## src/rtl/usu_pkg.sv

```systemverilog
package usu_pkg;
  localparam int DATA_W = 32;
  localparam int CNT_W  = $clog2(DATA_W);
  localparam int RIDX_W = 3;

  localparam logic [7:0] OPC_UNARY = 8'hF7;
  localparam logic [7:0] OPC_SHIFT = 8'hD3;

  localparam logic [2:0] SEL_NOT = 3'd2;
  localparam logic [2:0] SEL_NEG = 3'd3;
  localparam logic [2:0] SEL_MUL = 3'd4;
  localparam logic [2:0] SEL_SHL = 3'd4;
  localparam logic [2:0] SEL_SHR = 3'd5;
  localparam logic [2:0] SEL_SAR = 3'd7;

  localparam logic [RIDX_W-1:0] IDX_ACC = 3'd0;
  localparam logic [RIDX_W-1:0] IDX_HI  = 3'd2;

  localparam logic [DATA_W-1:0] MOST_NEG = {1'b1, {(DATA_W-1){1'b0}}};

  typedef enum logic [2:0] {
    OPK_NONE, OPK_NOT, OPK_NEG, OPK_MUL, OPK_SHL, OPK_SHR, OPK_SAR, OPK_BAD
  } op_kind_e;

  typedef struct packed {
    logic [DATA_W-1:0] lo;
    logic [DATA_W-1:0] hi;
    logic              wr_rm;
    logic              wr_pair;
    logic              upd_sz;
    logic              sf;
    logic              zf;
    logic              upd_of;
    logic              of;
  } core_res_t;
endpackage

```

## src/rtl/usu_decode.sv

```systemverilog
module usu_decode
  import usu_pkg::*;
(
  input  logic       op_valid,
  input  logic [7:0] opcode,
  input  logic [7:0] modrm,
  output op_kind_e   kind
);
  logic       direct;
  logic [2:0] sel;

  assign direct = (modrm[7:6] == 2'b11);
  assign sel    = modrm[5:3];

  always_comb begin
    kind = OPK_NONE;
    if (op_valid) begin
      if (opcode == OPC_UNARY) begin
        case (sel)
          SEL_NOT: kind = OPK_NOT;
          SEL_NEG: kind = OPK_NEG;
          SEL_MUL: kind = OPK_MUL;
          default: kind = OPK_BAD;
        endcase
        if (!direct) kind = OPK_BAD;
      end else if (opcode == OPC_SHIFT) begin
        case (sel)
          SEL_SHL: kind = OPK_SHL;
          SEL_SHR: kind = OPK_SHR;
          SEL_SAR: kind = OPK_SAR;
          default: kind = OPK_BAD;
        endcase
        if (!direct) kind = OPK_BAD;
      end
    end
  end
endmodule

```

## src/rtl/usu_unary.sv

```systemverilog
module usu_unary
  import usu_pkg::*;
(
  input  op_kind_e          kind,
  input  logic [DATA_W-1:0] x,
  input  logic [DATA_W-1:0] acc,
  output core_res_t         res
);
  localparam int PROD_W = 2 * DATA_W;

  logic [PROD_W-1:0] prod;
  logic [DATA_W-1:0] inv;
  logic [DATA_W-1:0] neg;

  assign prod = {{DATA_W{1'b0}}, acc} * {{DATA_W{1'b0}}, x};
  assign inv  = ~x;
  assign neg  = '0 - x;

  always_comb begin
    res = '0;
    case (kind)
      OPK_NOT: begin
        res.lo     = inv;
        res.wr_rm  = 1'b1;
        res.upd_sz = 1'b1;
        res.sf     = inv[DATA_W-1];
        res.zf     = (inv == '0);
        res.upd_of = 1'b1;
      end
      OPK_NEG: begin
        res.upd_sz = 1'b1;
        res.upd_of = 1'b1;
        if (x == MOST_NEG) begin
          res.lo = x;
          res.sf = 1'b1;
          res.zf = 1'b0;
          res.of = 1'b1;
        end else begin
          res.lo    = neg;
          res.wr_rm = 1'b1;
          res.sf    = neg[DATA_W-1];
          res.zf    = (neg == '0);
        end
      end
      OPK_MUL: begin
        res.lo      = prod[DATA_W-1:0];
        res.hi      = prod[PROD_W-1:DATA_W];
        res.wr_pair = 1'b1;
        res.upd_of  = 1'b1;
        res.of      = |prod[PROD_W-1:DATA_W];
      end
      default: res = '0;
    endcase
  end
endmodule

```

## src/rtl/usu_shift.sv

```systemverilog
module usu_shift
  import usu_pkg::*;
(
  input  op_kind_e          kind,
  input  logic [DATA_W-1:0] x,
  input  logic [CNT_W-1:0]  cnt,
  output core_res_t         res
);
  logic              is_left;
  logic              fill;
  logic [DATA_W-1:0] x_rev;
  logic [DATA_W-1:0] out_rev;
  logic [DATA_W-1:0] shifted;
  logic [DATA_W-1:0] stg [CNT_W+1];

  assign is_left = (kind == OPK_SHL);
  assign fill    = (kind == OPK_SAR) & x[DATA_W-1];

  for (genvar b = 0; b < DATA_W; b++) begin : g_rev
    assign x_rev[b]   = x[DATA_W-1-b];
    assign out_rev[b] = stg[CNT_W][DATA_W-1-b];
  end

  assign stg[0] = is_left ? x_rev : x;

  for (genvar i = 0; i < CNT_W; i++) begin : g_stage
    localparam int STEP = 1 << i;
    assign stg[i+1] = cnt[i] ? {{STEP{fill}}, stg[i][DATA_W-1:STEP]} : stg[i];
  end

  assign shifted = is_left ? out_rev : stg[CNT_W];

  always_comb begin
    res = '0;
    if (kind == OPK_SHL || kind == OPK_SHR || kind == OPK_SAR) begin
      res.lo     = shifted;
      res.wr_rm  = 1'b1;
      res.upd_sz = 1'b1;
      res.sf     = (kind == OPK_SHR) ? 1'b0 : shifted[DATA_W-1];
      res.zf     = (shifted == '0);
      res.upd_of = (cnt == CNT_W'(1));
      res.of     = (kind == OPK_SAR) ? 1'b0 : (x[DATA_W-1] ^ x[DATA_W-2]);
    end
  end
endmodule

```

## src/rtl/unary_shift_unit.sv

```systemverilog
module unary_shift_unit
  import usu_pkg::*;
(
  input  logic              clk,
  input  logic              rst_n,
  input  logic              op_valid,
  input  logic [7:0]        opcode,
  input  logic [7:0]        modrm,
  output logic [RIDX_W-1:0] rm_addr,
  input  logic [DATA_W-1:0] rm_data,
  input  logic [DATA_W-1:0] acc_data,
  input  logic [DATA_W-1:0] cnt_data,
  output logic              wr_a_en,
  output logic [RIDX_W-1:0] wr_a_addr,
  output logic [DATA_W-1:0] wr_a_data,
  output logic              wr_b_en,
  output logic [RIDX_W-1:0] wr_b_addr,
  output logic [DATA_W-1:0] wr_b_data,
  output logic              flag_sf,
  output logic              flag_zf,
  output logic              flag_of,
  output logic              subop_err
);
  // reset: asserted asynchronously, released on the clock
  logic [1:0] rst_sync_q;
  logic       rst_int_n;

  always_ff @(posedge clk or negedge rst_n) begin
    if (!rst_n) rst_sync_q <= '0;
    else        rst_sync_q <= {rst_sync_q[0], 1'b1};
  end
  assign rst_int_n = rst_sync_q[1];

  op_kind_e  kind;
  core_res_t u_res;
  core_res_t s_res;
  core_res_t sel;
  logic      unused_cnt_hi;

  assign rm_addr       = modrm[RIDX_W-1:0];
  assign unused_cnt_hi = ^cnt_data[DATA_W-1:CNT_W];

  usu_decode u_dec (
    .op_valid (op_valid),
    .opcode   (opcode),
    .modrm    (modrm),
    .kind     (kind)
  );

  usu_unary u_una (
    .kind (kind),
    .x    (rm_data),
    .acc  (acc_data),
    .res  (u_res)
  );

  usu_shift u_shf (
    .kind (kind),
    .x    (rm_data),
    .cnt  (cnt_data[CNT_W-1:0]),
    .res  (s_res)
  );

  // next state
  logic              wa_en_d;
  logic [RIDX_W-1:0] wa_addr_d;
  logic              wb_en_d;
  logic              sz_ce;
  logic              of_ce;
  logic              err_d;

  always_comb begin
    sel       = u_res | s_res;
    wa_en_d   = sel.wr_rm | sel.wr_pair;
    wa_addr_d = sel.wr_pair ? IDX_ACC : modrm[RIDX_W-1:0];
    wb_en_d   = sel.wr_pair;
    sz_ce     = sel.upd_sz;
    of_ce     = sel.upd_of;
    err_d     = (kind == OPK_BAD);
  end

  // registers
  always_ff @(posedge clk or negedge rst_int_n) begin
    if (!rst_int_n) begin
      wr_a_en   <= 1'b0;
      wr_b_en   <= 1'b0;
      subop_err <= 1'b0;
    end else begin
      wr_a_en   <= wa_en_d;
      wr_b_en   <= wb_en_d;
      subop_err <= err_d;
    end
  end

  always_ff @(posedge clk or negedge rst_int_n) begin
    if (!rst_int_n) begin
      wr_a_addr <= '0;
      wr_a_data <= '0;
    end else if (wa_en_d) begin
      wr_a_addr <= wa_addr_d;
      wr_a_data <= sel.lo;
    end
  end

  always_ff @(posedge clk or negedge rst_int_n) begin
    if (!rst_int_n)   wr_b_data <= '0;
    else if (wb_en_d) wr_b_data <= sel.hi;
  end

  always_ff @(posedge clk or negedge rst_int_n) begin
    if (!rst_int_n) begin
      flag_sf <= 1'b0;
      flag_zf <= 1'b0;
    end else if (sz_ce) begin
      flag_sf <= sel.sf;
      flag_zf <= sel.zf;
    end
  end

  always_ff @(posedge clk or negedge rst_int_n) begin
    if (!rst_int_n)  flag_of <= 1'b0;
    else if (of_ce)  flag_of <= sel.of;
  end

  assign wr_b_addr = IDX_HI;

  AST_ERR_NO_WRITE: assert property (@(posedge clk) disable iff (!rst_int_n)
    subop_err |-> (!wr_a_en && !wr_b_en));
  AST_ERR_FLAGS_HOLD: assert property (@(posedge clk) disable iff (!rst_int_n)
    subop_err |-> $stable({flag_sf, flag_zf, flag_of}));
  AST_NEG_MIN: assert property (@(posedge clk) disable iff (!rst_int_n)
    (kind == OPK_NEG && rm_data == MOST_NEG) |=> (!wr_a_en && flag_of && flag_sf && !flag_zf));
  AST_PAIR_DEST: assert property (@(posedge clk) disable iff (!rst_int_n)
    wr_b_en |-> (wr_a_en && wr_a_addr == IDX_ACC));
  AST_IDLE_QUIET: assert property (@(posedge clk) disable iff (!rst_int_n)
    !op_valid |=> (!wr_a_en && !wr_b_en && !subop_err));
  AST_SAR_ONE_OF: assert property (@(posedge clk) disable iff (!rst_int_n)
    (kind == OPK_SAR && cnt_data[CNT_W-1:0] == CNT_W'(1)) |=> !flag_of);
  AST_OF_HOLD: assert property (@(posedge clk) disable iff (!rst_int_n)
    ((kind == OPK_SHL || kind == OPK_SHR || kind == OPK_SAR) && cnt_data[CNT_W-1:0] != CNT_W'(1))
    |=> $stable(flag_of));
  AST_SHR_SF: assert property (@(posedge clk) disable iff (!rst_int_n)
    (kind == OPK_SHR) |=> (!flag_sf && wr_a_en));
endmodule

```

## config.mk

```make
export PLATFORM = sky130hd
export DESIGN_NAME = unary_shift_unit
export DESIGN_NICKNAME = d
export VERILOG_FILES = /design/src/rtl/usu_pkg.sv /design/src/rtl/usu_decode.sv /design/src/rtl/usu_unary.sv /design/src/rtl/usu_shift.sv /design/src/rtl/unary_shift_unit.sv
export SDC_FILE = /design/constraint.sdc
export NUM_CORES = 2
export LEC_CHECK = 0
export BUFFER_PORTS_ARGS = -buffer_cell sky130_fd_sc_hd__clkbuf_2
export CAP_MARGIN = 20
export CORE_ASPECT_RATIO = 0.7
export CORE_MARGIN = 4
export CORE_UTILIZATION = 47
export DETAILED_ROUTE_END_ITERATION = 16
export PLACE_DENSITY = 0.7
export SYNTH_ARGS = -nofsm -noshare
export SYNTH_HDL_FRONTEND = slang
export SYNTH_SLANG_ARGS = --single-unit
```

## constraint.sdc

```tcl
create_clock -name clk -period 2.85 [get_ports clk]
set_clock_uncertainty 0.2 [all_clocks]
set_input_delay 0.1425 -clock clk [delete_from_list [all_inputs] [get_ports clk]]
set_output_delay 0.1425 -clock clk [all_outputs]
set_load 0.02 [all_outputs]
```

==> reports/results.md <==
| Group | Result | This run |
| --- | --- | --- |
| worst setup path | Highest-delay cell along the critical path | sky130_fd_sc_hd__fa_2 |
| final layout | Finished Layout Cells | 6,895 |
| clock network | CTS H-Tree Depth | 3 |
| timing | Number of max-slew violations in the final report | 0 |
| worst setup path | Kind of cell adding the most delay to the critical path | adder cells |
| drt | Total wire length after detailed routing | 169,000 um |
| yosys | Post-synth EDFFs | 0 |
| clock network | Clock-pin transition on the worst setup and hold timing paths | 80 ps |
| final layout | Filler instances | 7,196 |
| worst setup path | CP endpoint kind | register |
| final layout | Area taken by flip-flops and latches | 1880 um2 |
| yosys | Synthesized netlist cell count | 4,873 |
| clock network | Clock tree from TritonCTS | done |
| final layout | Commonest cells after routing, fill and taps aside | sky130_fd_sc_hd__inv_1 (834), sky130_fd_sc_hd__fa_1 (823), sky130_fd_sc_hd__buf_4 (802), sky130_fd_sc_hd__nand2_1 (632), sky130_fd_sc_hd__and2_1 (555) |
| timing | Final Hold Slack | 85.7 ps |
| min path | Hold endpoint | subop_err |
| floorplanning | Effective utilization at floorplan | 47.6% |
| yosys | Yosys warnings | 0 |
| worst setup path | Buffering stage count on the worst path with inverters included | 7 |
| yosys | Number of distinct library cells after synthesis | 99 |
| floorplanning | Number of rows in the core area | 91 |
| timing | Slew at the pin with the worst max-slew slack | 857 ps |
| min path | Path class of the lowest-slack min-delay path | in2reg |
| clock network | Clock root buffer | sky130_fd_sc_hd__clkbuf_16 |
| placement | Final weighted congestion of routability-driven global placement | 1.01 |
| timing | Final worst setup slack | -5130 ps |
| worst setup path | Largest fanout of any net on the critical path | 6 |
| yosys | Combinational family with the most area after synthesis | adder cells |
| clock network | Worst skew pair latency | 380 ps |
| worst setup path | Data arrival time of the critical path | 8040 ps |
| worst setup path | Endpoint of the most critical register-to-register path | flag_zf |
| job | Maxcap violations | 0 |
| worst setup path | Worst reg2reg setup slack | 1660 ps |
| yosys | Post-Synth Adder-Cell Area | 50.5% |
| clock network | Inserted Clock Buffers | 9 |
| worst setup path | Number of cell instances on the worst register-to-register path | 4 |
| global route | Global-route wire length before repair | 251,000 um |
| final layout | Area of the multi-input gates | 38,600 um2 |
| timing | Max Clk Rate | 0.125 GHz |
| final layout | Most common cell after layout, fill and taps aside | sky130_fd_sc_hd__inv_1 |
| placement | Cell area after placement | 51,200 um2 |
| floorplanning | Top-level I/O count | 194 |
| worst setup path | Launch point of the worst reg-to-reg path | flag_zf |
| yosys | Async set-or-reset flop fraction in the synthesized netlist | 100% |
| yosys | Netlist area before placement | 42,200 um2 |
| placement | Number of cells in the design after placement | 6,714 |
| drt | Ratio of routed vias to standard cells | 5.71 |
| timing | Hold Violations, Final | 0 |
| outcome | Result of the run | complete, but fails checks |
| drt | Post-detailed-route count of antenna-violating nets | 0 |
| worst setup path | Cell repeated most along the worst path | sky130_fd_sc_hd__fa_1 |
| floorplanning | Die Span X | 366 um |
| drt | Total vias in the final route | 39,400 |
| floorplanning | Core box area | 88,600 um2 |
| final layout | Post-synthesis to final-layout area growth | 32.9% |
| timing | Max transition margin | 42.3% |
| yosys | Post-synthesis register bit count | 75 |
| final layout | Area of all placed cells without fillers | 56,100 um2 |
| yosys | Post-Synth XOR/XNOR Area | 1.27% |
| global route | Number of global-route vias before repair | 40,400 |
| global route | Pin count of the biggest net entering global routing | 56 |
| timing | Period Utilization, post-route | 280% |
| drt | Post-detailed-route wirelength per cell | 24.5 um |
| timing | Final number of setup-violating endpoints | 71 |
| clock network | TritonCTS sink count | 75 |
| timing | Setup repair after global routing missed its margin | true |
| outcome | Failing checks | setup timing |
| worst setup path | Worst endpoint required time | 2910 ps |
| global route | Overflow left after global routing | 0 |
| yosys | Predominant post-synthesis flop cell | sky130_fd_sc_hd__dfrtp_1 |
| worst setup path | Highest cell delay on the worst timing path | 660 ps |
| global route | Antenna violations before repair | 12 |
| floorplanning | Vertical extent of the die | 259 um |
| drt | Number of violations reported at the end of detailed-routing iteration 0 | 4,036 |
| clock network | Max clock buf depth | 2 |
| drt | DRC violations left | 0 |
| yosys | Fraction of synthesized area in multiplexers | 3.33% |
| global route | All-layer global routing usage | 34.7% |
| yosys | Sequential fraction of the synthesis area | 4.45% |
| yosys | Area fraction in compound gates after synthesis | 9.55% |
| yosys | Synth Area in Simple Gates | 19.9% |
| placement | Number of buffer cells added on primary ports | 163 |
| yosys | Synth Area per Inst | 8.66 um2 |
| timing | Post-layout minimum cycle time | 7980 ps |
| min path | Worst Min Path Start | modrm[5] |
| final layout | Layout net count | 7,001 |
| min path | Hold path depth | 5 |
| worst setup path | Worst setup path category | in2reg |
| floorplanning | DIE AREA | 94,700 um2 |
| drt | Detailed Routing Iterations Pass 1 | 6 |
| final layout | Fraction of layout instances using a drive strength above 1 | 30.5% |
| placement | DP HPWL | 133,000 um |
| worst setup path | Kind of start point of the critical path | input pin |
registers in the layout, indices dropped and copies added (netlist names):
register / count
subop_err: 1
flag_zf: 1
rst_sync_q: 2
wr_a_data: 32
flag_of: 1
flag_sf: 1
wr_b_en: 1
wr_a_en: 1
wr_a_addr: 3
wr_b_data: 32
worst max-delay path by stage:
stage,startpoint,endpoint,slack (ps),cells past startpoint
2_1_floorplan,rm_data[16],flag_of,-4880,29
3_3_place_gp,acc_data[18],flag_of,-5690,29
3_5_place_dp,rm_data[2],flag_of,-5740,29
4_1_cts,rm_data[11],flag_of,-5020,28
5_1_grt,rm_data[2],flag_of,-5280,28
6_report,rm_data[11],flag_of,-5130,29
worst min-delay path, delay by kind of cell:
family / cells / cell delay (ps)
buf+inv: 2 / 260
compound gates: 2 / 150
simple gates: 1 / 70
synth_stat cells, types with 23 or more instances:
cell | n | share of area (%)
sky130_fd_sc_hd__inv_1 | 877 | 7.8
sky130_fd_sc_hd__xnor2_1 | 41 | 0.85
sky130_fd_sc_hd__nand3_1 | 37 | 0.44
sky130_fd_sc_hd__nand4_1 | 30 | 0.44
sky130_fd_sc_hd__a211oi_1 | 26 | 0.46
sky130_fd_sc_hd__mux2i_1 | 44 | 1.0
sky130_fd_sc_hd__nand2_1 | 663 | 5.9
sky130_fd_sc_hd__buf_1 | 23 | 0.20
sky130_fd_sc_hd__mux2_2 | 29 | 0.77
sky130_fd_sc_hd__a21o_1 | 43 | 0.77
sky130_fd_sc_hd__ha_1 | 268 | 7.9
sky130_fd_sc_hd__clkbuf_1 | 299 | 2.7
sky130_fd_sc_hd__dfrtp_1 | 75 | 4.4
sky130_fd_sc_hd__or3_1 | 23 | 0.34
sky130_fd_sc_hd__a21oi_1 | 156 | 1.9
sky130_fd_sc_hd__nor2_1 | 130 | 1.2
sky130_fd_sc_hd__a31oi_1 | 25 | 0.37
sky130_fd_sc_hd__and2_1 | 607 | 9.0
sky130_fd_sc_hd__mux4_2 | 23 | 1.2
sky130_fd_sc_hd__nor3_1 | 41 | 0.49
sky130_fd_sc_hd__fa_1 | 896 | 43
sky130_fd_sc_hd__o21ai_0 | 122 | 1.4
logic make-up (layout without fill, tap and decap cells):
family	after synthesis	after routing
compound gates	603	603
flops	75	75
simple gates	1643	1643
xor+xnor	61	61
fa+ha+maj	1164	1164
other cells	2	10
buf+inv	1224	2076
mux	101	101
layout make-up:
type | count | share of cell area (%)
diodes | 6 | 0.0268
clock buffers | 9 | 0.402
clock inverters | 7 | 0.136
inverters | 880 | 5.93
multi-input cells | 3576 | 68.8
flip-flops and latches | 75 | 3.35
well taps | 1162 | 2.59
repair buffers | 1180 | 18.8
layer usage:
metal  track usage (%)  wire (um)
met1              49.7      68400
met2              50.8      71300
met3              9.61      20700
met4              11.9       7940
met5                 0        343
per-stage QoR:
stage,TNS (ps),utilization (%),setup WS (ps)
finish,-243120,63.3,-5130
global route,-252460,63.3,-5280
floorplan,-219440,-,-4880
detailed placement,-279380,57.8,-5740
global placement,-275010,57.8,-5690
CTS,-239530,61.7,-5020
what timing repair did:
action,CTS,global route
hold endpoints to repair,5,0
pin swaps,245,205
gates resized for setup,431,262
hold buffers,5,0
gates cloned,10,7
setup buffers,104,67
endpoints found under the setup margin,71,71
Power is not shown: default switching activity piles up to over one toggle a cycle in this logic, so the estimate is an artifact.
